`config.mk`:
```
export PLATFORM = sky130hd
export DESIGN_NAME = aport_master
export DESIGN_NICKNAME = d
export VERILOG_FILES = /design/src/rtl/aport_pkg.sv /design/src/rtl/aport_bitclk.sv /design/src/rtl/aport_framer.sv /design/src/rtl/aport_tx_line.sv /design/src/rtl/aport_rx_line.sv /design/src/rtl/aport_master.sv
export SDC_FILE = /design/constraint.sdc
export NUM_CORES = 1
export LEC_CHECK = 0
export ABC_CLOCK_PERIOD_IN_PS = 4000
export BUFFER_PORTS_ARGS = -buffer_cell sky130_fd_sc_hd__buf_2
export CAP_MARGIN = 0
export CORE_MARGIN = 2
export CORE_UTILIZATION = 30
export DETAILED_ROUTE_END_ITERATION = 6
export SYNTH_ARGS = -nofsm -noshare
export SYNTH_HDL_FRONTEND = slang
export SYNTH_SLANG_ARGS = --single-unit
```
`constraint.sdc`:
```
create_clock -name clk -period 4 [get_ports clk]
set_input_delay 0.8 -clock clk [delete_from_list [all_inputs] [get_ports clk]]
set_output_delay 0.8 -clock clk [all_outputs]
set_load 0.05 [all_outputs]
```
`src/rtl/aport_pkg.sv`:
```
package aport_pkg;

  localparam int SAMPLE_W = 32;

  // Local channel carried by a slot: first half holds even channels,
  // second half holds odd channels.
  function automatic int chan_of(input int slot, input int cpl);
    int half;
    half = cpl / 2;
    if (slot < half) return 2 * slot;
    return 2 * (slot - half) + 1;
  endfunction

endpackage

```
`src/rtl/aport_bitclk.sv`:
```
module aport_bitclk #(
  parameter int DIV_W = 8
) (
  input  logic             clk,
  input  logic             rst,
  input  logic [DIV_W-1:0] div_i,
  output logic             bclk_o,
  output logic             fall_o,
  output logic             rise_o
);

  logic [DIV_W-1:0] cnt_q;
  logic [DIV_W-1:0] half_m1;
  logic             wrap;

  always_comb begin
    half_m1 = (div_i >> 1);
    if (half_m1 != '0) half_m1 = half_m1 - 1'b1;
  end

  assign wrap   = (cnt_q >= half_m1);
  assign fall_o = wrap & bclk_o;
  assign rise_o = wrap & ~bclk_o;

  always_ff @(posedge clk) begin
    if (rst) begin
      cnt_q  <= '0;
      bclk_o <= 1'b0;
    end else if (wrap) begin
      cnt_q  <= '0;
      bclk_o <= ~bclk_o;
    end else begin
      cnt_q  <= cnt_q + 1'b1;
    end
  end

endmodule

```
`src/rtl/aport_framer.sv`:
```
module aport_framer #(
  parameter int TDM_MODE  = 0,
  parameter int WORD_BITS = 32,
  parameter int CPL       = 2,
  localparam int SLOT_W   = (CPL > 1) ? $clog2(CPL) : 1,
  localparam int BIT_W    = $clog2(WORD_BITS)
) (
  input  logic              clk,
  input  logic              rst,
  input  logic              fall_i,
  input  logic              rise_i,
  output logic [SLOT_W-1:0] slot_o,
  output logic [SLOT_W-1:0] nslot_o,
  output logic              lrck_o,
  output logic              load_o,
  output logic              done_o
);

  logic [BIT_W-1:0]  bit_q, bit_n;
  logic [SLOT_W-1:0] slot_n;
  logic              started_q;
  logic              last_bit;
  logic              lr_n;

  assign last_bit = (bit_q == BIT_W'(WORD_BITS - 1));
  assign nslot_o  = (slot_o == SLOT_W'(CPL - 1)) ? '0 : slot_o + 1'b1;
  assign load_o   = fall_i & last_bit;
  assign done_o   = rise_i & started_q & last_bit;

  always_comb begin
    if (last_bit) begin
      bit_n  = '0;
      slot_n = nslot_o;
    end else begin
      bit_n  = bit_q + 1'b1;
      slot_n = slot_o;
    end
    // Word select reflects the slot of the following bit position.
    if (TDM_MODE != 0)
      lr_n = (slot_n == SLOT_W'(CPL - 1)) && (bit_n == BIT_W'(WORD_BITS - 1));
    else if (bit_n == BIT_W'(WORD_BITS - 1))
      lr_n = (slot_n == '0);
    else
      lr_n = (slot_n != '0);
  end

  always_ff @(posedge clk) begin
    if (rst) begin
      bit_q     <= BIT_W'(WORD_BITS - 1);
      slot_o    <= SLOT_W'(CPL - 1);
      started_q <= 1'b0;
      lrck_o    <= 1'b0;
    end else if (fall_i) begin
      bit_q     <= bit_n;
      slot_o    <= slot_n;
      started_q <= 1'b1;
      lrck_o    <= lr_n;
    end
  end

endmodule

```
`src/rtl/aport_tx_line.sv`:
```
module aport_tx_line #(
  parameter int WORD_BITS = 32
) (
  input  logic                 clk,
  input  logic                 rst,
  input  logic                 fall_i,
  input  logic                 load_i,
  input  logic [WORD_BITS-1:0] word_i,
  output logic                 sd_o
);

  logic [WORD_BITS-1:0] sh_q;

  always_ff @(posedge clk) begin
    if (rst) begin
      sh_q <= '0;
      sd_o <= 1'b0;
    end else if (load_i) begin
      sd_o <= word_i[WORD_BITS-1];
      sh_q <= {word_i[WORD_BITS-2:0], 1'b0};
    end else if (fall_i) begin
      sd_o <= sh_q[WORD_BITS-1];
      sh_q <= {sh_q[WORD_BITS-2:0], 1'b0};
    end
  end

endmodule

```
`src/rtl/aport_rx_line.sv`:
```
module aport_rx_line #(
  parameter int WORD_BITS = 32
) (
  input  logic        clk,
  input  logic        rst,
  input  logic        rise_i,
  input  logic        sd_i,
  output logic [31:0] word_o
);

  logic [WORD_BITS-2:0] sh_q;
  logic [WORD_BITS-1:0] full;

  assign full   = {sh_q, sd_i};
  assign word_o = 32'(full) << (32 - WORD_BITS);

  always_ff @(posedge clk) begin
    if (rst)         sh_q <= '0;
    else if (rise_i) sh_q <= {sh_q[WORD_BITS-3:0], sd_i};
  end

endmodule

```
`src/rtl/aport_master.sv`:
```
module aport_master import aport_pkg::*; #(
  parameter int LINES     = 2,
  parameter int WORD_BITS = 32,
  parameter int TDM_MODE  = 0,
  parameter int DIV_W     = 8,
  localparam int CPL      = (TDM_MODE != 0) ? 8 : 2,
  localparam int CH_W     = $clog2(CPL)
) (
  input  logic                      clk,
  input  logic                      rst,
  input  logic [DIV_W-1:0]          div_i,
  output logic                      bclk_o,
  output logic                      lrck_o,
  output logic [LINES-1:0]          sd_o,
  input  logic [LINES-1:0]          sd_i,
  input  logic                      tx_valid,
  output logic                      tx_ready,
  input  logic [LINES*SAMPLE_W-1:0] tx_data,
  output logic [CH_W-1:0]           tx_chan,
  output logic                      tx_underflow,
  output logic                      rx_valid,
  input  logic                      rx_ready,
  output logic [LINES*SAMPLE_W-1:0] rx_data,
  output logic [CH_W-1:0]           rx_chan,
  output logic                      rx_overflow
);

  localparam int SLOT_W = (CPL > 1) ? $clog2(CPL) : 1;

  if (WORD_BITS != 16 && WORD_BITS != 32) begin : g_bad_width
    $error("aport_master: WORD_BITS must be 16 or 32");
  end

  logic              fall, rise, load, done;
  logic [SLOT_W-1:0] slot, nslot;
  logic [LINES*SAMPLE_W-1:0] tx_buf_q;
  logic [LINES*SAMPLE_W-1:0] rx_word;
  logic              tx_full_q;

  aport_bitclk #(.DIV_W(DIV_W)) u_bitclk (
    .clk(clk), .rst(rst), .div_i(div_i),
    .bclk_o(bclk_o), .fall_o(fall), .rise_o(rise)
  );

  aport_framer #(.TDM_MODE(TDM_MODE), .WORD_BITS(WORD_BITS), .CPL(CPL)) u_framer (
    .clk(clk), .rst(rst), .fall_i(fall), .rise_i(rise),
    .slot_o(slot), .nslot_o(nslot), .lrck_o(lrck_o),
    .load_o(load), .done_o(done)
  );

  for (genvar l = 0; l < LINES; l++) begin : g_line
    logic [WORD_BITS-1:0] tx_word;
    assign tx_word = tx_full_q ? tx_buf_q[l*SAMPLE_W + SAMPLE_W-1 -: WORD_BITS] : '0;

    aport_tx_line #(.WORD_BITS(WORD_BITS)) u_tx (
      .clk(clk), .rst(rst), .fall_i(fall), .load_i(load),
      .word_i(tx_word), .sd_o(sd_o[l])
    );

    aport_rx_line #(.WORD_BITS(WORD_BITS)) u_rx (
      .clk(clk), .rst(rst), .rise_i(rise), .sd_i(sd_i[l]),
      .word_o(rx_word[l*SAMPLE_W +: SAMPLE_W])
    );
  end

  assign tx_ready = ~tx_full_q;
  assign tx_chan  = CH_W'(chan_of(int'(nslot), CPL));

  // Transmit holding register: consumed at each slot start.
  always_ff @(posedge clk) begin
    if (rst) begin
      tx_full_q    <= 1'b0;
      tx_buf_q     <= '0;
      tx_underflow <= 1'b0;
    end else begin
      tx_underflow <= load & ~tx_full_q;
      if (load) tx_full_q <= 1'b0;
      if (tx_valid && !tx_full_q) begin
        tx_full_q <= 1'b1;
        tx_buf_q  <= tx_data;
      end
    end
  end

  // Receive holding register: filled at each slot completion.
  always_ff @(posedge clk) begin
    if (rst) begin
      rx_valid    <= 1'b0;
      rx_data     <= '0;
      rx_chan     <= '0;
      rx_overflow <= 1'b0;
    end else begin
      rx_overflow <= done & rx_valid & ~rx_ready;
      if (rx_valid && rx_ready) rx_valid <= 1'b0;
      if (done) begin
        rx_valid <= 1'b1;
        rx_data  <= rx_word;
        rx_chan  <= CH_W'(chan_of(int'(slot), CPL));
      end
    end
  end

endmodule

```
* Yosys cells after proc, flatten, opt, wreduce, memory -nomap -nowiden *
Index checks and enable logic that the tools add are counted.

operators by class
  shift-type cells = 0
  $mul = 0
  multiplexer cells = 25
  $lt $le $gt $ge = 3
  equal/unequal tests = 2
  bitwise logic cells = 12
  div/mod/pow operators = 0
  reductions and logical operators = 8
  add/subtract/negate cells = 6

operators with widths
  operator                                                            count
  32-bit two-way mux                                                  6
  1-bit two-way mux                                                   17
  5-bit equality test, second input constant                          2
  8-bit by 1-bit adder with 8-bit output, second input constant       1
  1-bit bitwise AND                                                   8
  8-bit greater-or-equal comparator                                   1
  8-bit two-way mux                                                   1
  8-bit nonzero test                                                  1
  7-bit by 1-bit subtractor with 8-bit output, second input constant  1
  2-bit nonzero test                                                  3
  5-bit by 1-bit adder with 5-bit output, second input constant       1
  5-bit two-way mux                                                   1
  1-bit inverter                                                      4
  1-bit adder, both inputs constant                                   2
  1-bit logical AND                                                   2
  1-bit < comparator, second input constant                           2
  2-bit OR reduction                                                  1
  1-bit adder, second input constant                                  1
  1-bit logical NOT                                                   1

storage, ports and cells
  memory bits (writable) = 0
  memories = 0
  output and inout bits = 74
  logic and storage cells = 75
  bits in read-only memories = 0
  bits in registers = 276
  latch bits = 0

* Depth between registers and ports, before layout *
  word-level depth = 9
  depth in mapped cells = 13
  depth with buffers taken out = 11

* Cells and area by module *
A second synthesis with hierarchy kept.

unflattened totals
  cell total of the unflattened synthesis = 1,207
  area total of the unflattened synthesis = 12,792.3 um^2

modules (own cells, without submodules)
  module         times used  cells an instance  area each (um^2)
  aport_master   1           586                6,060.8
  aport_tx_line  2           142                1,661.6
  aport_rx_line  2           101                1,137.3
  aport_bitclk   1           88                 710.7
  aport_framer   1           47                 422.9

* Worst setup path before layout *
No wires, ideal clock.

  path type = in2reg
  start = in div_i[6]
  end = reg u_framer.bit_q[2]
  library setup time = 0.120 ns
  arrival = 3.197 ns
  path slack = 0.684 ns
  cell stages on the path = 10
  path buffers = 0
  cells stage by stage = nor4_1 > nor2b_1 > nand2_1 > xnor2_1 > ha_1 > nand2b_1 > a2111o_1 > a32oi_4 > nor4b_1 > a211o_1

on the way
  word-level cells in the longest chain between the ends = 4
  elaborated cells on any way between the ends = 5
  those cells by class = 1 x add/sub; 1 x order compare; 1 x mux; 1 x bitwise; 1 x reduce/logical

RTL lines
  item                                                                                      line                text
  from (decl)                                                                               aport_master.sv:11  input logic [DIV_W-1:0] div_i,
  7-bit by 1-bit subtractor with 8-bit output / 8-bit nonzero test (equally long branches)  aport_bitclk.sv:18  if (half_m1 != '0) half_m1 = half_m1 - 1'b1;
  8-bit two-way mux (*)                                                                     aport_bitclk.sv:18
  8-bit greater-or-equal comparator (*)                                                     aport_bitclk.sv:21  assign wrap = (cnt_q >= half_m1);
  1-bit bitwise AND (*)                                                                     aport_bitclk.sv:22  assign fall_o = wrap & bclk_o;
  to (signal assigned)                                                                      aport_framer.sv:49  bit_q <= BIT_W'(WORD_BITS - 1);
  to (signal assigned)                                                                      aport_framer.sv:54  bit_q <= bit_n;
  to (decl)                                                                                 aport_framer.sv:19  logic [BIT_W-1:0] bit_q, bit_n;

Mark *: on every way between the ends. The rest lies on a longest branch, timed or not.
A chain may end at the register's enable or synchronous reset.

* Final worst setup path *
  start = in div_i[5]
  end = reg u_bitclk.cnt_q[5]

on the way
  word-level cells in the longest chain between the ends = 4
  elaborated cells on any way between the ends = 5
  those cells by class = 1 x add/sub; 1 x order compare; 1 x mux; 2 x reduce/logical

RTL lines
  item                                                                                      line                text
  7-bit by 1-bit subtractor with 8-bit output / 8-bit nonzero test (equally long branches)  aport_bitclk.sv:18
  8-bit two-way mux (*)                                                                     aport_bitclk.sv:18
  8-bit greater-or-equal comparator (*)                                                     aport_bitclk.sv:21
  2-bit OR reduction (no line) (*)                                                          --
  to (signal assigned)                                                                      aport_bitclk.sv:33  cnt_q <= cnt_q + 1'b1;
  to (decl)                                                                                 aport_bitclk.sv:12  logic [DIV_W-1:0] cnt_q;

Marked as above.

==> results.sh <==
export IMPL_slew_headroom_pct=35.5
export IMPL_cts_root_buf="clkbuf_16"
export IMPL_cts_buffers=31
export IMPL_crit_path_frequent_cell="nand2_1"
export IMPL_critPathMaxStageDelay_ps=530
export IMPL_drtAntennaViolNets=0
export IMPL_fill_cells=3839
export IMPL_postSynthAreaPerCell_um2=8.90
export IMPL_fp_dieH_um=199
export IMPL_fin_nets=1467
export IMPL_clkSinkCount=276
export IMPL_final_setup_tns_ps=0
export IMPL_worstPathCellList="buf_2, nor4_1, nor2b_1, nand2_1, xnor2_1, ha_1, nand2b_1, a2111o_1, a31oi_4, buf_12, nand2_1, nor2_1"
export IMPL_ys_ff_latch=276
export IMPL_layout_min_cycle_time_ps=3250
export IMPL_drv_slew=0
export IMPL_setup_viol=0
export IMPL_clk_latency_ps=580
export IMPL_cp_slowest_cell="a2111o_1"
export IMPL_final_cell_mix="dfxtp_1 (275), nand2_1 (208), buf_2 (149), a21oi_1 (139), nor2_1 (75)"
export IMPL_finalPower_uw=6150
export IMPL_tightest_slew_ps=967
export IMPL_initial_utilization_pct=30.4
export IMPL_wl_mm=27.6
export IMPL_final_hold_violation_count=0
export IMPL_syn_nets=1377
export IMPL_clk_pin_slew_ps=60
export IMPL_post_cts_repair_setup_buffers=0
export IMPL_critPathKind="input pin to flip-flop"
export IMPL_yosysWarningCount=0
export IMPL_p_leak_uw=0.00480
export IMPL_ys_top_cells_by_area="dfxtp_1 (48%), nand2_1 (6.9%), a21oi_1 (6.1%)"
export IMPL_cp_data_arrival_time_ps=3740
export IMPL_maxCapViolations=0
export IMPL_grt_max_degree=140
export IMPL_cts_buffer_depth=3
export IMPL_core_area_um2=37600
export IMPL_io_buffer_count=150
export IMPL_die_area_um2=39700
export IMPL_critPathLaunchType="input pin"
export IMPL_drive_gt1_share_pct=21.5
export IMPL_p_per_area_nw_per_um2=450
export IMPL_worstPathRequired_ps=4490
export IMPL_synth_yosys_seq_area_share_pct=48.3
export IMPL_htree_levels=1
export IMPL_die_x_um=199
export IMPL_cts_hold_buf=0
export IMPL_cts_tree="built"
export IMPL_fmax_mhz=307
export IMPL_cp_end_kind="flip-flop"
export IMPL_gp_congestion=0.780
export IMPL_syn_area_um2=11400
export IMPL_irDropWorstVdd_mv=0.289
export IMPL_critPathMaxFanout=69
export IMPL_rsz0062_at_grt="false"
export IMPL_grt_pass1_wl_mm=45.0
export IMPL_fin_ws_ps=746
export IMPL_grt_pass1_vias=8914
export IMPL_ctsResizeCount=0
export IMPL_avgRoutedWirePerCell_um=14.4
export IMPL_dp_slack_ps=181
export IMPL_n_antenna_cell=0
export IMPL_pin_count=152
export IMPL_yosys_area_top_type="dfxtp_1"
export IMPL_cp_top_family="simple AND/OR/NAND/NOR gates"
export IMPL_via_per_inst=4.82
export IMPL_hpwl_mm=16.5
export IMPL_synth_distinct_cells=42
export IMPL_core_rowCount=71
export IMPL_firstDrtPassIters=4
export IMPL_synth_cells=1285
export IMPL_grt_overflow_total=0
export IMPL_syn_to_final_growth_pct=19.6
export IMPL_layout_commonest_cell="dfxtp_1"
export IMPL_synth_top_area_share_pct=48.3
export IMPL_grtUsageTotal_pct=13.7
export IMPL_final_setup_skew_ps=26.4
export IMPL_hold_path_class="flip-flop to flip-flop"
export IMPL_crit_buf_inv=2
export IMPL_status="completed"
export IMPL_vias=9195
export IMPL_drc=0
export IMPL_fin_crit_sh_pct=81.4
export IMPL_antenna_found_initial=0
export IMPL_drtIter0Drc=421
path summary, 6_finish.rpt:
| path | start | endpoint | slack [ps] | cells past startpoint |
|---|---|---|---|---|
| max | div_i[5] | u_bitclk.cnt_q[5]$_SDFF_PP0_ | 750 | 12 |
| min | g_line[1].u_tx.sh_q[1]$_SDFFE_PP0P_ | g_line[1].u_tx.sh_q[1]$_SDFFE_PP0P_ | 440 | 2 |
| max reg2reg | u_framer.bit_q[0]$_SDFFE_PP1P_ | rx_data[23]$_SDFFE_PP0P_ | 1570 | 7 |
| min reg2reg | g_line[1].u_tx.sh_q[1]$_SDFFE_PP0P_ | g_line[1].u_tx.sh_q[1]$_SDFFE_PP0P_ | 440 | 2 |
cells by family after synthesis:
family                     count (synthesis)  synth area share [%]
AOI/OAI and AO/OA                        286                  15.4
xor gates and xnor gates                  14                  1.07
adders and majority gates                 14                  1.53
buffers and inverters                    125                  5.60
DFF                                      276                  48.3
muxes                                     59                  5.16
and+or+nand+nor                          511                  23.0
sequential cells by signal, indices dropped and copies added, names as in the netlist:
name,cells
rx_valid,1
g_line.u_tx.sh_q,62
u_bitclk.bclk_o,1
tx_buf_q,64
tx_full_q,1
u_framer.lrck_o,1
u_framer.slot_o,1
rx_overflow,1
u_framer.started_q,1
rx_data,64
u_framer.bit_q,5
u_bitclk.cnt_q,8
g_line.u_tx.sd_o,2
g_line.u_rx.sh_q,62
rx_chan,1
tx_underflow,1
stage by stage:
| stage | instance area, um^2 | utilization, % | hold WS (ps) | instances |
|---|---|---|---|---|
| finish | 13700 | 36.4 | 444 | 1909 |
| global route | 13700 | 36.4 | 439 | 1909 |
| CTS | 13700 | 36.4 | 432 | 1909 |
| detailed placement | 12600 | 33.5 | 441 | 1853 |
| global placement | 12600 | 33.5 | 437 | 1853 |
| floorplan | 11400 | - | 426 | 1285 |
worst min-delay path, cell delays in order, from the launching register on:
cell,delay [ps]
dfxtp_1,300
nand2_1,50
a21oi_1,50
per-layer routing:
metal | up-vias | share of wire [%] | track usage, %
li1 | 4647 | - | -
met1 | 4357 | 48 | 18.3
met2 | 152 | 46 | 22.7
met3 | 39 | 3.9 | 2.33
met4 | 0 | 2.5 | 3.87
met5 | - | 0 | 0
final cells by class:
class | count | area, um^2 | share of cell area [%]
clock buffers | 44 | 885 | 6.47
clock inverters | 12 | 216 | 1.58
inverters | 8 | 30.0 | 0.219
multi-input cells | 884 | 5320 | 38.9
flip-flops and latches | 276 | 5530 | 40.4
well taps | 511 | 639 | 4.67
repair buffers | 174 | 1060 | 7.78
power by group:
group	internal (uW)	leakage, uW	switching [uW]
logic	89.9	0.00203	193
registers	2790	0.00223	24.1
clock network	1910	0.000539	1140
synthesized netlist by cell type:
cell        n
dfxtp_1   276
nand2_1   209
a21oi_1   139
nor2_1     75
nand3_1    72
clkbuf_1   67
nor2b_1    65
a311oi_1   62
nor3_2     61
o21ai_0    60
mux2i_1    59
buf_6      19
ha_1       14
buf_1      12
buf_2      12
o21ai_1    10
and3_1      8
inv_1       7
nor3_1      7
xnor2_1     7
xor2_1      7
a31o_2      5
clkbuf_2    5
nand2b_1    3
and4_1      2
buf_4       2
nand4_1     2
nor4_1      2
nor4b_1     2
o211ai_1    2
a2111o_1    1
a211o_1     1
a311oi_2    1
a31o_1      1
a31oi_4     1
a32o_1      1
a32oi_4     1
and2_1      1
inv_2       1
nor2_2      1
nor3b_1     1
o31ai_1     1
Note: power is estimated with default switching activity, not from simulation.
